[config.mk]
export PLATFORM = sky130hd
export DESIGN_NAME = tdet_top
export DESIGN_NICKNAME = d
export VERILOG_FILES = /design/src/rtl/tdet_pkg.sv /design/src/rtl/tdet_sync.sv /design/src/rtl/tdet_snap_cmp.sv /design/src/rtl/tdet_status.sv /design/src/rtl/tdet_top.sv
export SDC_FILE = /design/constraint.sdc
export NUM_CORES = 1
export LEC_CHECK = 0
export BUFFER_PORTS_ARGS = -buffer_cell sky130_fd_sc_hd__buf_4
export CAP_MARGIN = 20
export CORE_MARGIN = 5
export CORE_UTILIZATION = 30
export CTS_CLUSTER_DIAMETER = 50
export DETAILED_ROUTE_END_ITERATION = 7
export HOLD_SLACK_MARGIN = 0.1
export RECOVER_POWER = 100
export SYNTH_ARGS = -nofsm -noshare
export SYNTH_HDL_FRONTEND = slang
export SYNTH_SLANG_ARGS = --single-unit
[constraint.sdc]
create_clock -name clk -period 2.2 [get_ports clk]
set_input_delay 0.11 -clock clk [delete_from_list [all_inputs] [get_ports clk]]
set_output_delay 0.11 -clock clk [all_outputs]
set_load 0.1 [all_outputs]
[src/rtl/tdet_pkg.sv]
package tdet_pkg;

  localparam int WATCH_W = 7;
  localparam int REG_W   = 8;

  typedef enum logic [1:0] {
    PM_RESERVED = 2'b00,
    PM_OUTPUT   = 2'b01,
    PM_INPUT    = 2'b10,
    PM_INPUT_PU = 2'b11
  } pin_mode_e;

  // true when an unmasked level differs from its reference bit
  function automatic logic tdet_mismatch(
    input logic [WATCH_W-1:0] lvl,
    input logic [WATCH_W-1:0] ref_bits,
    input logic [WATCH_W-1:0] mask
  );
    return |((lvl ^ ref_bits) & mask);
  endfunction

  // read value: status on top, mask below
  function automatic logic [REG_W-1:0] tdet_readback(
    input logic               status,
    input logic [WATCH_W-1:0] mask
  );
    logic [REG_W-1:0] v;
    v = '0;
    v[REG_W-1]     = status;
    v[WATCH_W-1:0] = mask;
    return v;
  endfunction

endpackage

[src/rtl/tdet_sync.sv]
module tdet_sync #(
  parameter int WIDTH  = 7,
  parameter int STAGES = 2
) (
  input  logic             clk,
  input  logic             rst_n,
  input  logic [WIDTH-1:0] d_in,
  output logic [WIDTH-1:0] d_out
);

  logic [WIDTH-1:0] stage_q [STAGES];

  genvar g;
  generate
    for (g = 0; g < STAGES; g++) begin : g_stage
      if (g == 0) begin : g_first
        always_ff @(posedge clk or negedge rst_n) begin
          if (!rst_n) stage_q[g] <= '0;
          else        stage_q[g] <= d_in;
        end
      end else begin : g_next
        always_ff @(posedge clk or negedge rst_n) begin
          if (!rst_n) stage_q[g] <= '0;
          else        stage_q[g] <= stage_q[g-1];
        end
      end
    end
  endgenerate

  assign d_out = stage_q[STAGES-1];

endmodule

[src/rtl/tdet_snap_cmp.sv]
module tdet_snap_cmp
  import tdet_pkg::*;
#(
  parameter int W = WATCH_W
) (
  input  logic         clk,
  input  logic         rst_n,
  input  logic [W-1:0] lvl_sync,
  input  logic [W-1:0] mask,
  input  logic         arm_ev,      // config write with enable set
  input  logic         cfg_off_ev,  // config write with enable clear
  input  logic         mask_acc_ev, // any mask read or write
  output logic         armed,
  output logic         hit
);

  logic [W-1:0] snap_q;
  logic         armed_q;
  logic         mism_w;

  assign mism_w = tdet_mismatch(lvl_sync, snap_q, mask);
  assign hit    = armed_q & mism_w & ~arm_ev & ~cfg_off_ev & ~mask_acc_ev;
  assign armed  = armed_q;

  always_ff @(posedge clk or negedge rst_n) begin
    if (!rst_n) begin
      snap_q <= '0;
    end else if (arm_ev) begin
      snap_q <= lvl_sync;
    end
  end

  always_ff @(posedge clk or negedge rst_n) begin
    if (!rst_n) begin
      armed_q <= 1'b0;
    end else if (arm_ev) begin
      armed_q <= 1'b1;
    end else if (cfg_off_ev || mask_acc_ev || hit) begin
      armed_q <= 1'b0;
    end
  end

  // arming leaves the detector armed with the levels recorded
  p_arm_sets_r3: assert property (@(posedge clk) disable iff (!rst_n)
    arm_ev |=> (armed_q && snap_q == $past(lvl_sync)));

  // a mask access without arming disarms
  p_mask_disarms_r7: assert property (@(posedge clk) disable iff (!rst_n)
    (mask_acc_ev && !arm_ev) |=> !armed_q);

  // clearing the enable disarms
  p_cfg_off_r8: assert property (@(posedge clk) disable iff (!rst_n)
    (cfg_off_ev && !arm_ev) |=> !armed_q);

  // reference copy moves only on an arming write
  p_snap_hold_r3: assert property (@(posedge clk) disable iff (!rst_n)
    !arm_ev |=> $stable(snap_q));

endmodule

[src/rtl/tdet_status.sv]
module tdet_status
  import tdet_pkg::*;
#(
  parameter int W  = WATCH_W,
  parameter int RW = REG_W
) (
  input  logic          clk,
  input  logic          rst_n,
  input  logic          mask_wr,
  input  logic          mask_rd,
  input  logic [RW-1:0] wr_data,
  input  logic          arm_ev,
  input  logic          hit,
  input  logic [1:0]    p31_mode,
  output logic [W-1:0]  mask,
  output logic          status,
  output logic          mask_acc_ev,
  output logic [RW-1:0] rdata,
  output logic          irq_pin
);

  logic [W-1:0] mask_q;
  logic         status_q;
  pin_mode_e    mode_w;

  assign mask_acc_ev = mask_wr | mask_rd;
  assign mode_w      = pin_mode_e'(p31_mode);

  always_ff @(posedge clk or negedge rst_n) begin
    if (!rst_n) begin
      mask_q <= '0;
    end else if (mask_wr) begin
      mask_q <= wr_data[W-1:0];
    end
  end

  always_ff @(posedge clk or negedge rst_n) begin
    if (!rst_n) begin
      status_q <= 1'b0;
    end else if (arm_ev || mask_acc_ev) begin
      status_q <= 1'b0;
    end else if (hit) begin
      status_q <= 1'b1;
    end
  end

  assign mask    = mask_q;
  assign status  = status_q;
  assign rdata   = mask_rd ? tdet_readback(status_q, mask_q) : '0;
  assign irq_pin = (mode_w == PM_OUTPUT) ? status_q : 1'b0;

  // a mask access clears the status bit
  p_acc_clears_r6: assert property (@(posedge clk) disable iff (!rst_n)
    mask_acc_ev |=> !status_q);

  // status is sticky until cleared
  p_sticky_r5: assert property (@(posedge clk) disable iff (!rst_n)
    (status_q && !arm_ev && !mask_acc_ev) |=> status_q);

  // arming clears the status bit
  p_arm_clears_r3: assert property (@(posedge clk) disable iff (!rst_n)
    arm_ev |=> !status_q);

  // status rises only after a hit from the comparator
  p_rise_from_hit_r4: assert property (@(posedge clk) disable iff (!rst_n)
    $rose(status_q) |-> $past(hit));

  // mask write keeps the low bits only
  p_mask_store_r2: assert property (@(posedge clk) disable iff (!rst_n)
    mask_wr |=> mask_q == $past(wr_data[W-1:0]));

endmodule

[src/rtl/tdet_top.sv]
module tdet_top
  import tdet_pkg::*;
#(
  parameter int W           = WATCH_W,
  parameter int RW          = REG_W,
  parameter int SYNC_STAGES = 2
) (
  input  logic          clk,
  input  logic          rst_n,
  input  logic [W-1:0]  port_lvl,
  input  logic [1:0]    p31_mode,
  input  logic          mask_wr,
  input  logic          mask_rd,
  input  logic          cfg_wr,
  input  logic [RW-1:0] wr_data,
  output logic [RW-1:0] mask_rdata,
  output logic          irq_flag,
  output logic          irq_pin
);

  localparam int EN_BIT = RW - 1;

  logic [W-1:0] lvl_sync_w;
  logic [W-1:0] mask_w;
  logic         arm_ev_w;
  logic         cfg_off_ev_w;
  logic         mask_acc_ev_w;
  logic         hit_w;
  logic         armed_w;
  logic         status_w;

  assign arm_ev_w     = cfg_wr &  wr_data[EN_BIT];
  assign cfg_off_ev_w = cfg_wr & ~wr_data[EN_BIT];

  tdet_sync #(.WIDTH(W), .STAGES(SYNC_STAGES)) u_sync (
    .clk   (clk),
    .rst_n (rst_n),
    .d_in  (port_lvl),
    .d_out (lvl_sync_w)
  );

  tdet_snap_cmp #(.W(W)) u_cmp (
    .clk         (clk),
    .rst_n       (rst_n),
    .lvl_sync    (lvl_sync_w),
    .mask        (mask_w),
    .arm_ev      (arm_ev_w),
    .cfg_off_ev  (cfg_off_ev_w),
    .mask_acc_ev (mask_acc_ev_w),
    .armed       (armed_w),
    .hit         (hit_w)
  );

  tdet_status #(.W(W), .RW(RW)) u_stat (
    .clk         (clk),
    .rst_n       (rst_n),
    .mask_wr     (mask_wr),
    .mask_rd     (mask_rd),
    .wr_data     (wr_data),
    .arm_ev      (arm_ev_w),
    .hit         (hit_w),
    .p31_mode    (p31_mode),
    .mask        (mask_w),
    .status      (status_w),
    .mask_acc_ev (mask_acc_ev_w),
    .rdata       (mask_rdata),
    .irq_pin     (irq_pin)
  );

  assign irq_flag = status_w;

  // no event can be raised while disarmed
  p_disarmed_quiet_r7: assert property (@(posedge clk) disable iff (!rst_n)
    !armed_w |=> !$rose(status_w));

  // the detector disarms itself once an event is taken
  p_one_shot_r4: assert property (@(posedge clk) disable iff (!rst_n)
    $rose(status_w) |-> !armed_w);

endmodule

==> impl_metrics.csv <==
group,metric,value,unit
cells_and_area,postLayoutCoreUtil,0.448,
cells_and_area,fin_nets,147,
global_routing,grt_pass1_wl,3.71,mm
yosys,syn_inst,73,
yosys,ys_seq_area_frac,0.680,
placement,pre_cts_ws,0.830,ns
sta,finalHoldViolCount,0,
global_routing,antenna_found_initial,0,
sta,slew_viol_final,0,
floorplanning,start_util,0.306,
cells_and_area,drive_gt1_frac,0.357,
floorplanning,die_w,70.7,µm
clock_tree,cts_buffers,5,
power_and_ir_drop,leakage,0.728,nW
route,drt-total-wl,2.05,mm
sta,timing.fmax,572,MHz
yosys,ys_warn_count,0,
route,ant_nets,0,
floorplanning,die_area,5000,µm²
critical_path,critPathCaptureType,"output port",
sta,finalSetupViolations,0,
clock_tree,cts.sinks,30,
global_routing,met2_usage,0.136,
yosys,ys_ff_latch,30,
status,status,"completed",
global_routing,grtUsageMet3,0.0526,
route,vias,719,
floorplanning,io_pins,32,
power_and_ir_drop,p_per_area,802,nW/µm²
global_routing,grt_usage,0.0968,
power_and_ir_drop,ir_drop,0.000343,V
floorplanning,dieHeight,70.7,µm
global_routing,grt_busiest_layer,"met2",
yosys,synth_area,1100,µm²
cells_and_area,fillers,343,
critical_path,crit_arrival,1.64,ns
cells_and_area,regArea,751,µm²
critical_path,crit_type,"flop to output port",
worst_hold_path,hp-class,"input port to flop",
global_routing,grt_pass1_vias,770,
global_routing,met1_usage,0.116,
route,first_iter_violations,34,
cells_and_area,synthToLayoutAreaGrowth,46.1,%
sta,setup_tns,0,ns
yosys,synth_top_area_cell,"dfrtp_1",
critical_path,start_kind,"flop",
yosys,synthesis.nets,95,
run,maxCapViolations,0,
clock_tree,htreeDepth,2,
sta,rsz0062_at_grt,"false",
critical_path,path_max_fanout,3,
clock_tree,cts_root_buf,"clkbuf_8",
clock_tree,clkSlewWorstSetupHoldPaths,0.06,ns
sta,holdWs,0.144,ns
sta,maxSlewHeadroom,0.219,
placement,gp_congestion,0.737,
clock_tree,cts_tree,"done",
sta,period_minus_slack,1.75,ns
route,routedWlPerCell,11.8,µm
sta,finClkSkew,0.00428,ns
floorplanning,rows,22,
global_routing,grt_max_degree,31,
yosys,avgSynthCellArea,15.1,µm²
global_routing,grt-ovfl-total,0,
yosys,synthDistinctLibCells,16,
critical_path,cp.required,2.09,ns
sta,tightest_slew,1.18,ns
clock_tree,cts_max_path_buffers,2,
placement,io_buffers,31,
sta,period_share,0.794,
route,first_pass_iters,4,
clock_tree,clk_latency,0.27,ns
yosys,post-synth-top-area-fraction,0.680,
route,vias_per_cell,4.13,
cells_and_area,multi_input_area,358,µm²
floorplanning,coreArea,3610,µm²
yosys,synthTopCellsByArea,"dfrtp_1 68%, mux2_2 14%, xor2_1 5.5%",
cells_and_area,insertedDiodeCount,0,
route,drc,0,
sta,postLayoutSetupSlackWorst,0.453,ns
through the flow:
stage	std cells	instance area (µm²)	power [mW]
3_5_place_dp	151	1410	0.861
3_3_place_gp	151	1410	0.856
2_1_floorplan	73	1120	0.784
4_1_cts	174	1650	1.33
5_1_grt	174	1610	1.37
6_report	174	1610	1.29
registers in the layout, indices dropped and copies added (netlist names):
signal          count
u_cmp.armed         1
u_stat.status       1
u_stat.mask         7
u_sync.d_out        7
u_sync.stage_q      7
u_cmp.snap_q        7
power by group:
part	total, mW	switching, mW	internal [mW]
sequential	0.628	0.0288	0.599
combinational	0.231	0.134	0.0963
clock	0.436	0.184	0.251
cell usage in the layout (no fill, tap or decap):
cell / instances
a222oi_1: 1
a22oi_1: 2
and2_1: 8
buf_4: 8
clkbuf_1: 9
clkbuf_2: 1
clkbuf_4: 14
clkbuf_8: 6
clkinv_2: 1
dfrtp_1: 30
dlygate4sd3_1: 15
inv_1: 1
mux2_2: 14
nand2_1: 1
nand3_1: 1
nand3b_1: 1
nor2_1: 2
nor3b_4: 1
o211a_1: 1
o21ai_0: 1
o22ai_1: 1
xor2_1: 7
cell type report:
type | count | area share
sequential | 30 | 0.465
multi-input combinational | 41 | 0.222
timing repair buffer | 46 | 0.217
clock buffer | 7 | 0.0535
tap | 48 | 0.0372
clock inverter | 1 | 0.00310
inverter | 1 | 0.00233
metal layers:
| layer | vias to the layer above | share of wire | wire length, µm |
|---|---|---|---|
| li1 | 356 | - | - |
| met3 | 2 | 0.13 | 261 |
| met5 | - | 0 | 0 |
| met2 | 35 | 0.41 | 844 |
| met4 | 0 | 0.013 | 27 |
| met1 | 326 | 0.45 | 919 |
path summary, 6_finish.rpt:
check | start | slack (ns) | endpoint | cells past startpoint
max | u_stat.mask[5]$_DFFE_PN0P_ | 0.45 | mask_rdata[5] | 2
min | cfg_wr | 0.14 | u_cmp.armed$_DFFE_PN0P_ | 3
max reg2reg | u_cmp.snap_q[6]$_DFFE_PN0P_ | 0.84 | u_stat.status$_DFFE_PN0P_ | 4
min reg2reg | u_sync.stage_q[12]$_DFF_PN0_ | 0.35 | u_sync.d_out[5]$_DFF_PN0_ | 0
max in group asynchronous | rst_n | 1.65 | u_cmp.snap_q[1]$_DFFE_PN0P_ | 2
min in group asynchronous | rst_n | 0.29 | u_sync.stage_q[10]$_DFF_PN0_ | 2
cells in the mapped netlist:
cell type	count
nor3b_1	1
nand3_1	1
nor2_1	2
xor2_1	7
a222oi_1	1
nand2_1	1
inv_1	1
a22oi_1	2
o22ai_1	1
clkbuf_1	1
o21ai_0	1
mux2_2	14
nand3b_1	1
o211a_1	1
and2_1	8
dfrtp_1	30
logic make-up (layout without fill, tap and decap cells):
| kind of cell | after synthesis | count (layout) | synth area share |
|---|---|---|---|
| buffers and inverters | 2 | 55 | 0.00679 |
| AOI/OAI and AO/OA | 6 | 6 | 0.0419 |
| muxes | 14 | 14 | 0.143 |
| DFF | 30 | 30 | 0.680 |
| xor gates and xnor gates | 7 | 7 | 0.0555 |
| and+or+nand+nor | 14 | 14 | 0.0736 |
critical path, cell delays in order, from the launching register on:
cell,delay [ns]
dfrtp_1,0.37
and2_1,0.13
clkbuf_1,0.86
what timing repair did:
| action | 4_1_cts | 5_1_grt |
|---|---|---|
| resized for setup | 0 | 0 |
| setup buffers | 0 | 0 |
| endpoints found under the hold margin | 44 | 0 |
| hold buffers | 15 | 0 |
No activity file was read; power rests on OpenSTA's default activity.
